<file path="src/rtl/wl_cal_pkg.sv">
package wl_cal_pkg;

    parameter int WL_SETTLE_DEF = 8;

    typedef enum logic [2:0] {
        LN_IDLE,
        LN_SEEK_LOW,
        LN_SEEK_RISE,
        LN_LOCKED,
        LN_FAILED
    } lane_st_e;

    typedef enum logic [2:0] {
        SQ_IDLE,
        SQ_PULSE,
        SQ_WAIT,
        SQ_SAMPLE,
        SQ_DONE
    } seq_st_e;

    typedef struct packed {
        lane_st_e st;
        logic     bump;
    } lane_step_t;

    function automatic logic lane_busy(lane_st_e s);
        return (s == LN_SEEK_LOW) || (s == LN_SEEK_RISE);
    endfunction

    function automatic logic lane_final(lane_st_e s);
        return (s == LN_LOCKED) || (s == LN_FAILED);
    endfunction

    // One probe outcome for a lane: new state and whether the tap advances.
    function automatic lane_step_t lane_step(lane_st_e cur, logic fb, logic at_max);
        lane_step_t r;
        r.st   = cur;
        r.bump = 1'b0;
        case (cur)
            LN_SEEK_LOW:  if (!fb) r.st = LN_SEEK_RISE;
            LN_SEEK_RISE: if (fb)  r.st = LN_LOCKED;
            default:      r.st = cur;
        endcase
        if (lane_busy(cur) && lane_busy(r.st)) begin
            if (at_max) r.st   = LN_FAILED;
            else        r.bump = 1'b1;
        end
        return r;
    endfunction

endpackage

</file>
<file path="src/rtl/wl_probe_seq.sv">
module wl_probe_seq
    import wl_cal_pkg::*;
#(
    parameter int SETTLE = WL_SETTLE_DEF
) (
    input  logic clk,
    input  logic rst,
    input  logic start_i,
    input  logic all_fin_nxt_i,
    output logic launch_o,
    output logic pulse_o,
    output logic sample_o,
    output logic done_o
);
    localparam int CNT_W = $clog2(SETTLE + 1);
    localparam logic [CNT_W-1:0] CNT_LAST = CNT_W'(SETTLE - 1);

    seq_st_e          st;
    logic [CNT_W-1:0] cnt;

    assign launch_o = start_i && ((st == SQ_IDLE) || (st == SQ_DONE));
    assign pulse_o  = (st == SQ_PULSE);
    assign sample_o = (st == SQ_SAMPLE);
    assign done_o   = (st == SQ_DONE);

    always_ff @(posedge clk) begin
        if (rst) begin
            st  <= SQ_IDLE;
            cnt <= '0;
        end else if (launch_o) begin
            st  <= SQ_PULSE;
            cnt <= '0;
        end else begin
            case (st)
                SQ_PULSE: begin
                    st  <= SQ_WAIT;
                    cnt <= '0;
                end
                SQ_WAIT: begin
                    if (cnt == CNT_LAST) st <= SQ_SAMPLE;
                    else                 cnt <= cnt + 1'b1;
                end
                SQ_SAMPLE: st <= all_fin_nxt_i ? SQ_DONE : SQ_PULSE;
                default:   st <= st;
            endcase
        end
    end
endmodule

</file>
<file path="src/rtl/wl_lane.sv">
module wl_lane
    import wl_cal_pkg::*;
#(
    parameter int TAP_W = 6
) (
    input  logic             clk,
    input  logic             rst,
    input  logic             clear_i,
    input  logic             sample_i,
    input  logic             fb_i,
    output logic [TAP_W-1:0] tap_o,
    output logic             locked_o,
    output logic             failed_o,
    output logic             fin_nxt_o
);
    localparam logic [TAP_W-1:0] TAP_MAX = {TAP_W{1'b1}};

    lane_st_e   st;
    lane_step_t step;

    always_comb begin
        step      = lane_step(st, fb_i, tap_o == TAP_MAX);
        fin_nxt_o = sample_i ? lane_final(step.st) : lane_final(st);
    end

    assign locked_o = (st == LN_LOCKED);
    assign failed_o = (st == LN_FAILED);

    always_ff @(posedge clk) begin
        if (rst) begin
            st    <= LN_IDLE;
            tap_o <= '0;
        end else if (clear_i) begin
            st    <= LN_SEEK_LOW;
            tap_o <= '0;
        end else if (sample_i) begin
            st <= step.st;
            if (step.bump) tap_o <= tap_o + 1'b1;
        end
    end
endmodule

</file>
<file path="src/rtl/strobe_align_cal.sv">
module strobe_align_cal
    import wl_cal_pkg::*;
#(
    parameter int LANES  = 4,
    parameter int TAP_W  = 6,
    parameter int SETTLE = WL_SETTLE_DEF
) (
    input  logic                   clk,
    input  logic                   rst,
    input  logic                   start_i,
    input  logic [LANES-1:0]       fb_i,
    output logic                   pulse_o,
    output logic [LANES*TAP_W-1:0] tap_o,
    output logic [LANES-1:0]       locked_o,
    output logic [LANES-1:0]       failed_o,
    output logic                   done_o
);
    logic             launch;
    logic             sample;
    logic [LANES-1:0] fin_nxt;

    wl_probe_seq #(.SETTLE(SETTLE)) u_seq (
        .clk           (clk),
        .rst           (rst),
        .start_i       (start_i),
        .all_fin_nxt_i (&fin_nxt),
        .launch_o      (launch),
        .pulse_o       (pulse_o),
        .sample_o      (sample),
        .done_o        (done_o)
    );

    for (genvar i = 0; i < LANES; i++) begin : g_lane
        wl_lane #(.TAP_W(TAP_W)) u_lane (
            .clk       (clk),
            .rst       (rst),
            .clear_i   (launch),
            .sample_i  (sample),
            .fb_i      (fb_i[i]),
            .tap_o     (tap_o[i*TAP_W +: TAP_W]),
            .locked_o  (locked_o[i]),
            .failed_o  (failed_o[i]),
            .fin_nxt_o (fin_nxt[i])
        );
    end
endmodule

</file>
<file path="config.mk">
export PLATFORM = sky130hd
export DESIGN_NAME = strobe_align_cal
export DESIGN_NICKNAME = d
export VERILOG_FILES = /design/src/rtl/wl_cal_pkg.sv /design/src/rtl/wl_probe_seq.sv /design/src/rtl/wl_lane.sv /design/src/rtl/strobe_align_cal.sv
export SDC_FILE = /design/constraint.sdc
export NUM_CORES = 1
export LEC_CHECK = 0
export BUFFER_PORTS_ARGS = -buffer_cell sky130_fd_sc_hd__buf_2
export CELL_PAD_IN_SITES_DETAIL_PLACEMENT = 1
export CELL_PAD_IN_SITES_GLOBAL_PLACEMENT = 2
export CORE_ASPECT_RATIO = 1.2
export CORE_MARGIN = 8
export CORE_UTILIZATION = 27
export DETAILED_ROUTE_END_ITERATION = 7
export GPL_ROUTABILITY_DRIVEN = 0
export PLACE_DENSITY_LB_ADDON = 0.12
export RECOVER_POWER = 25
export SYNTH_ARGS = -nofsm -noshare
export SYNTH_HDL_FRONTEND = slang
export SYNTH_SLANG_ARGS = --single-unit
</file>
<file path="constraint.sdc">
create_clock -name clk -period 5.3 [get_ports clk]
set_input_delay 0.53 -clock clk [delete_from_list [all_inputs] [get_ports clk]]
set_output_delay 0.53 -clock clk [all_outputs]
set_load 0.1 [all_outputs]
</file>
## Word level (Yosys, flattened, before mapping)

Index checks and enable logic that the tools add are counted.

| word-level totals | value |
|---|---|
| word-level logic and storage cells | 142 |
| register bits after elaboration | 43 |
| input port bits | 7 |
| output and inout port bits | 34 |

| operators by class | value |
|---|---|
| add/sub/neg operators | 5 |
| equality and inequality tests | 44 |
| reduce and logical (&&, ||, !) cells | 36 |
| muxes and demuxes | 42 |

Operators by type and width:

| operator | count |
|---|---|
| 3-bit by 2-bit == test with 1-bit output, second input constant | 18 |
| 3-bit 2-to-1 mux | 14 |
| 3-bit by 1-bit == test with 1-bit output, second input constant | 9 |
| 3-bit == test, second input constant | 9 |
| 6-bit by 1-bit adder with 6-bit output, second input constant | 4 |
| 6-bit == test, second input constant | 4 |
| 3-bit case mux with 2 select lines | 4 |
| 4-bit 2-to-1 mux | 5 |
| 1-bit logical OR | 17 |
| 1-bit 2-to-1 mux | 17 |
| 2-bit AND reduction | 7 |
| 3-bit case mux with 3 select lines | 1 |
| 4-bit case mux with 2 select lines | 1 |
| 1-bit logical AND | 5 |
| 4-bit by 1-bit adder with 4-bit output, second input constant | 1 |
| 4-bit by 3-bit == test with 1-bit output, second input constant | 1 |
| 4-bit AND reduction | 1 |
| 2-bit nonzero test | 2 |
| 4-bit nonzero test | 1 |
| 3-bit logical NOT | 1 |
| 3-bit by 1-bit inequality test with 1-bit output, second input constant | 1 |
| 3-bit nonzero test | 1 |
| 2-bit by 1-bit inequality test with 1-bit output, second input constant | 1 |
| 2-bit inequality test, second input constant | 1 |
| 2-bit OR reduction | 1 |

## Longest topological paths before layout

| depth | value |
|---|---|
| word-level depth | 13 |
| depth in mapped cells | 7 |
| gate-level depth less buffers | 6 |

## Modules after synthesis

From an unflattened synthesis, not the netlist that was laid out.

| unflattened totals | value |
|---|---|
| cell total of the unflattened synthesis | 289 |
| area, all modules | 2,437.3 um2 |

By module, submodules not included:

| module | seq. area each (um2) | times used | cells an instance | area an instance (um2) |
|---|---|---|---|---|
| wl_lane | 180.2 | 4 | 60 | 498.0 |
| wl_probe_seq | 140.1 | 1 | 48 | 436.7 |
| strobe_align_cal | 0.0 | 1 | 1 | 8.8 |

## Least setup slack after synthesis

Ideal clock, no wire load.

| path | value |
|---|---|
| path kind | register -> output |
| from | register u_seq.st[2] |
| to | output done_o |
| stages on the path, launching flop included | 4 |
| path slack | 2.097 ns |
| arrival | 2.673 ns |
| cell sequence | dfxtp_1 -> clkbuf_1 -> inv_1 -> nor3_1 |

| on the way | value |
|---|---|
| cells in the longest elaborated chain, start to end | 1 |

Ends and longest elaborated chain:

| element | RTL line | source |
|---|---|---|
| start: declaration | wl_probe_seq.sv:18 | `seq_st_e st;` |
| start signal: assignment | wl_probe_seq.sv:43 | `SQ_SAMPLE: st <= all_fin_nxt_i ? SQ_DONE : SQ_PULSE;` |
| start signal: assignment | wl_probe_seq.sv:44 | `default: st <= st;` |
| 3-bit == test | wl_probe_seq.sv:24 | `assign done_o = (st == SQ_DONE);` |
| end: declaration | strobe_align_cal.sv:16 | `output logic done_o` |

No other way between the ends.

## Worst setup path in the final report

| path | value |
|---|---|
| from | register u_seq.st[0] |
| to | output pulse_o |

| on the way | value |
|---|---|
| cells in the longest elaborated chain, start to end | 1 |

Ends and longest elaborated chain:

| element | RTL line | source |
|---|---|---|
| 3-bit by 1-bit == test with 1-bit output | wl_probe_seq.sv:22 | `assign pulse_o = (st == SQ_PULSE);` |
| end: declaration | strobe_align_cal.sv:12 | `output logic pulse_o,` |

No other way between the ends.

==> impl_metrics.py <==
metrics = {
    "run_status": {
        "outcome": "finished clean",
    },
    "logic_synthesis": {
        "synth_edf_count": 0,
        "syn_inst": 303,
        "ys_seq_elements": 43,
        "synth_top_area_cell": "dfxtp_1",
        "synthFlopType": "dfxtp_1",
        "ys_seq_area_frac": 0.348,
        "synth_nets": 315,
        "syn_area_sq_um": 2480,
        "ys_top_cells_by_count": "43 x dfxtp_1, 31 x nor2_1, 23 x a21oi_1, 23 x nand2_1, 17 x nor3_1",
        "synth_cell_types": 56,
        "synth_async_sr_flop_share": 0,
        "netlist.area_leader.share": 0.348,
        "ys_warn_count": 0,
        "synth.area.top_cells": "dfxtp_1 35%, xnor2_1 5.3%, nor2_1 4.7%",
        "post-synth-top-count-cell": "dfxtp_1",
        "syn_area_per_cell_sq_um": 8.17,
    },
    "power_and_ir_drop": {
        "p_leak_nw": 0.926,
        "p_total_mw": 0.607,
        "ir_drop_uv": 89.7,
        "power_density_nw_per_um2": 225,
    },
    "final_layout": {
        "fin_nets": 335,
        "drive_gt1_frac": 0.124,
        "syn_to_final_growth_pct": 9.04,
        "fillers": 1131,
        "final_core_util": 0.300,
        "instances_no_fill": 442,
        "num_antenna_cells": 0,
    },
    "critical_path": {
        "worstPathRequired_ns": 4.77,
        "path_max_fanout": 12,
        "critical_path_class": "flip-flop to output port",
        "cp_data_arrival_time_ns": 2.01,
        "worst_setup_path_start_kind": "flip-flop",
        "cp-end-kind": "output port",
    },
    "die": {
        "io_pins": 41,
        "rows": 38,
        "die_w_um": 103,
        "coreArea_sq_um": 8990,
        "initial_core_util": 0.276,
        "die_h_um": 121,
        "dieArea_sq_um": 12500,
    },
    "timing": {
        "tns_ns": 0,
        "fmax_mhz": 394,
        "finalSetupViolations": 0,
        "clock_skew_ns": 0.00629,
        "rsz0062_at_grt": "no",
        "hold_viol": 0,
        "maxSlewViolCount": 0,
        "relSlewSlack": 0.226,
        "fin_crit_ns": 2.54,
        "tightestPinTransition_ns": 1.17,
        "period_share": 0.479,
    },
    "cts": {
        "max-clock-path-buffers": 2,
        "htreeDepth": 2,
        "clock_latency_ns": 0.29,
        "cts_setup_buffers": 0,
        "root_buffer": "clkbuf_8",
        "cts_made_buffers": 5,
        "cts-resized-gates": 0,
        "ctsHoldBuffers": 0,
        "cts.sink_count": 43,
        "cts_tree": "built",
        "path_clk_slew_ns": 0.08,
    },
    "global_routing": {
        "grt_use_total": 0.115,
        "antenna_found_initial": 0,
        "grt_pass1_wl_um": 11600,
        "grt_pass1_vias": 2312,
        "grt_overflow_total": 0,
        "grt_max_degree": 37,
    },
    "place": {
        "placed_cells": 436,
        "post-dp-hpwl_um": 4800,
        "portBuffers": 40,
    },
    "detailed_routing": {
        "dr_total_vias": 2188,
        "drtIter0Drc": 89,
        "ant_nets": 0,
        "first_pass_iters": 4,
        "routed_wl_um": 6630,
        "wl_per_cell_um": 15.0,
        "drc": 0,
        "via_per_inst": 4.95,
    },
    "min_path": {
        "hp-class": "flip-flop to flip-flop",
    },
    "run": {
        "maxCapViolations": 0,
    },
}
[per-stage QoR]
stage	hold slack, ns	worst slack, ns	area (sq um)
final	0.489	2.76	2700
after global placement	0.473	3.24	2670
after detailed placement	0.484	3.20	2670
after floorplan	0.449	2.10	2480
after global routing	0.531	2.51	2700
after CTS	0.497	2.89	2740
[routing by layer]
metal,track usage,up-vias,part of all wire
met3,0.0316,5,0.042
li1,-,1110,-
met5,0,-,0
met4,0.0354,0,0.012
met2,0.190,27,0.48
met1,0.142,1046,0.47
[where the power goes]
group          switching, mW  internal (mW)  leakage (nW)  total, mW
Clock                  0.113         0.0882        0.0371      0.201
Sequential            0.0140          0.329         0.348      0.343
Combinational         0.0426         0.0199         0.541     0.0626
[critical path: stages, from the launching register on]
cell	delay (ns)
dfxtp_1	0.56
nor3b_1	0.60
buf_2	0.55
[sequential cells by signal, summed over array words and instances (netlist names)]
signal / flops
g_lane.u_lane.tap_o: 24
g_lane.u_lane.st: 12
u_seq.cnt: 4
u_seq.st: 3
[cells in the final DEF (no fill, tap or decap), drive strengths merged, types with 4 or more instances in the layout]
cell and instances:
o211ai 5, a21oi 23, dfxtp 43, nor2b 7, ha 5, xnor2 15
inv 6, o221ai 4, nor3b 10, nor3 17, clkbuf 22, nor2 33
a31oi 4, nor4 5, o21ai 14, xor2 4, nand3 9, buf 24
and3 5, nand2 23, and2 6
[area by class of cell]
| cell class | count | area (sq um) | share of cell area |
|---|---|---|---|
| well taps | 120 | 150 | 0.0556 |
| clock buffers | 6 | 72.6 | 0.0269 |
| inverters | 6 | 22.5 | 0.00834 |
| repair buffers | 40 | 180 | 0.0667 |
| flip-flops and latches | 43 | 861 | 0.319 |
| multi-input cells | 227 | 1410 | 0.524 |
[worst paths after layout]
path                                       endpoint  cells past startpoint                      start  slack (ns)
max                                         pulse_o                      2   u_seq.st[0]$_SDFFE_PP0P_        2.76
min                       u_seq.cnt[1]$_SDFFE_PP0P_                      2  u_seq.cnt[1]$_SDFFE_PP0P_        0.49
max reg2reg  g_lane[0].u_lane.tap_o[1]$_SDFFE_PP0P_                      5   u_seq.st[0]$_SDFFE_PP0P_        2.80
min reg2reg               u_seq.cnt[1]$_SDFFE_PP0P_                      2  u_seq.cnt[1]$_SDFFE_PP0P_        0.49
[logic make-up after synthesis]
group / Yosys count / share of synthesized area
muxes: 1 / 0.00404
adders and majority gates: 5 / 0.0253
DFF: 43 / 0.348
AOI/OAI and AO/OA: 70 / 0.181
xor gates and xnor gates: 19 / 0.0672
buffers and inverters: 33 / 0.0753
and+or+nand+nor: 132 / 0.300
Note: power is estimated with default switching activity, not from simulation.
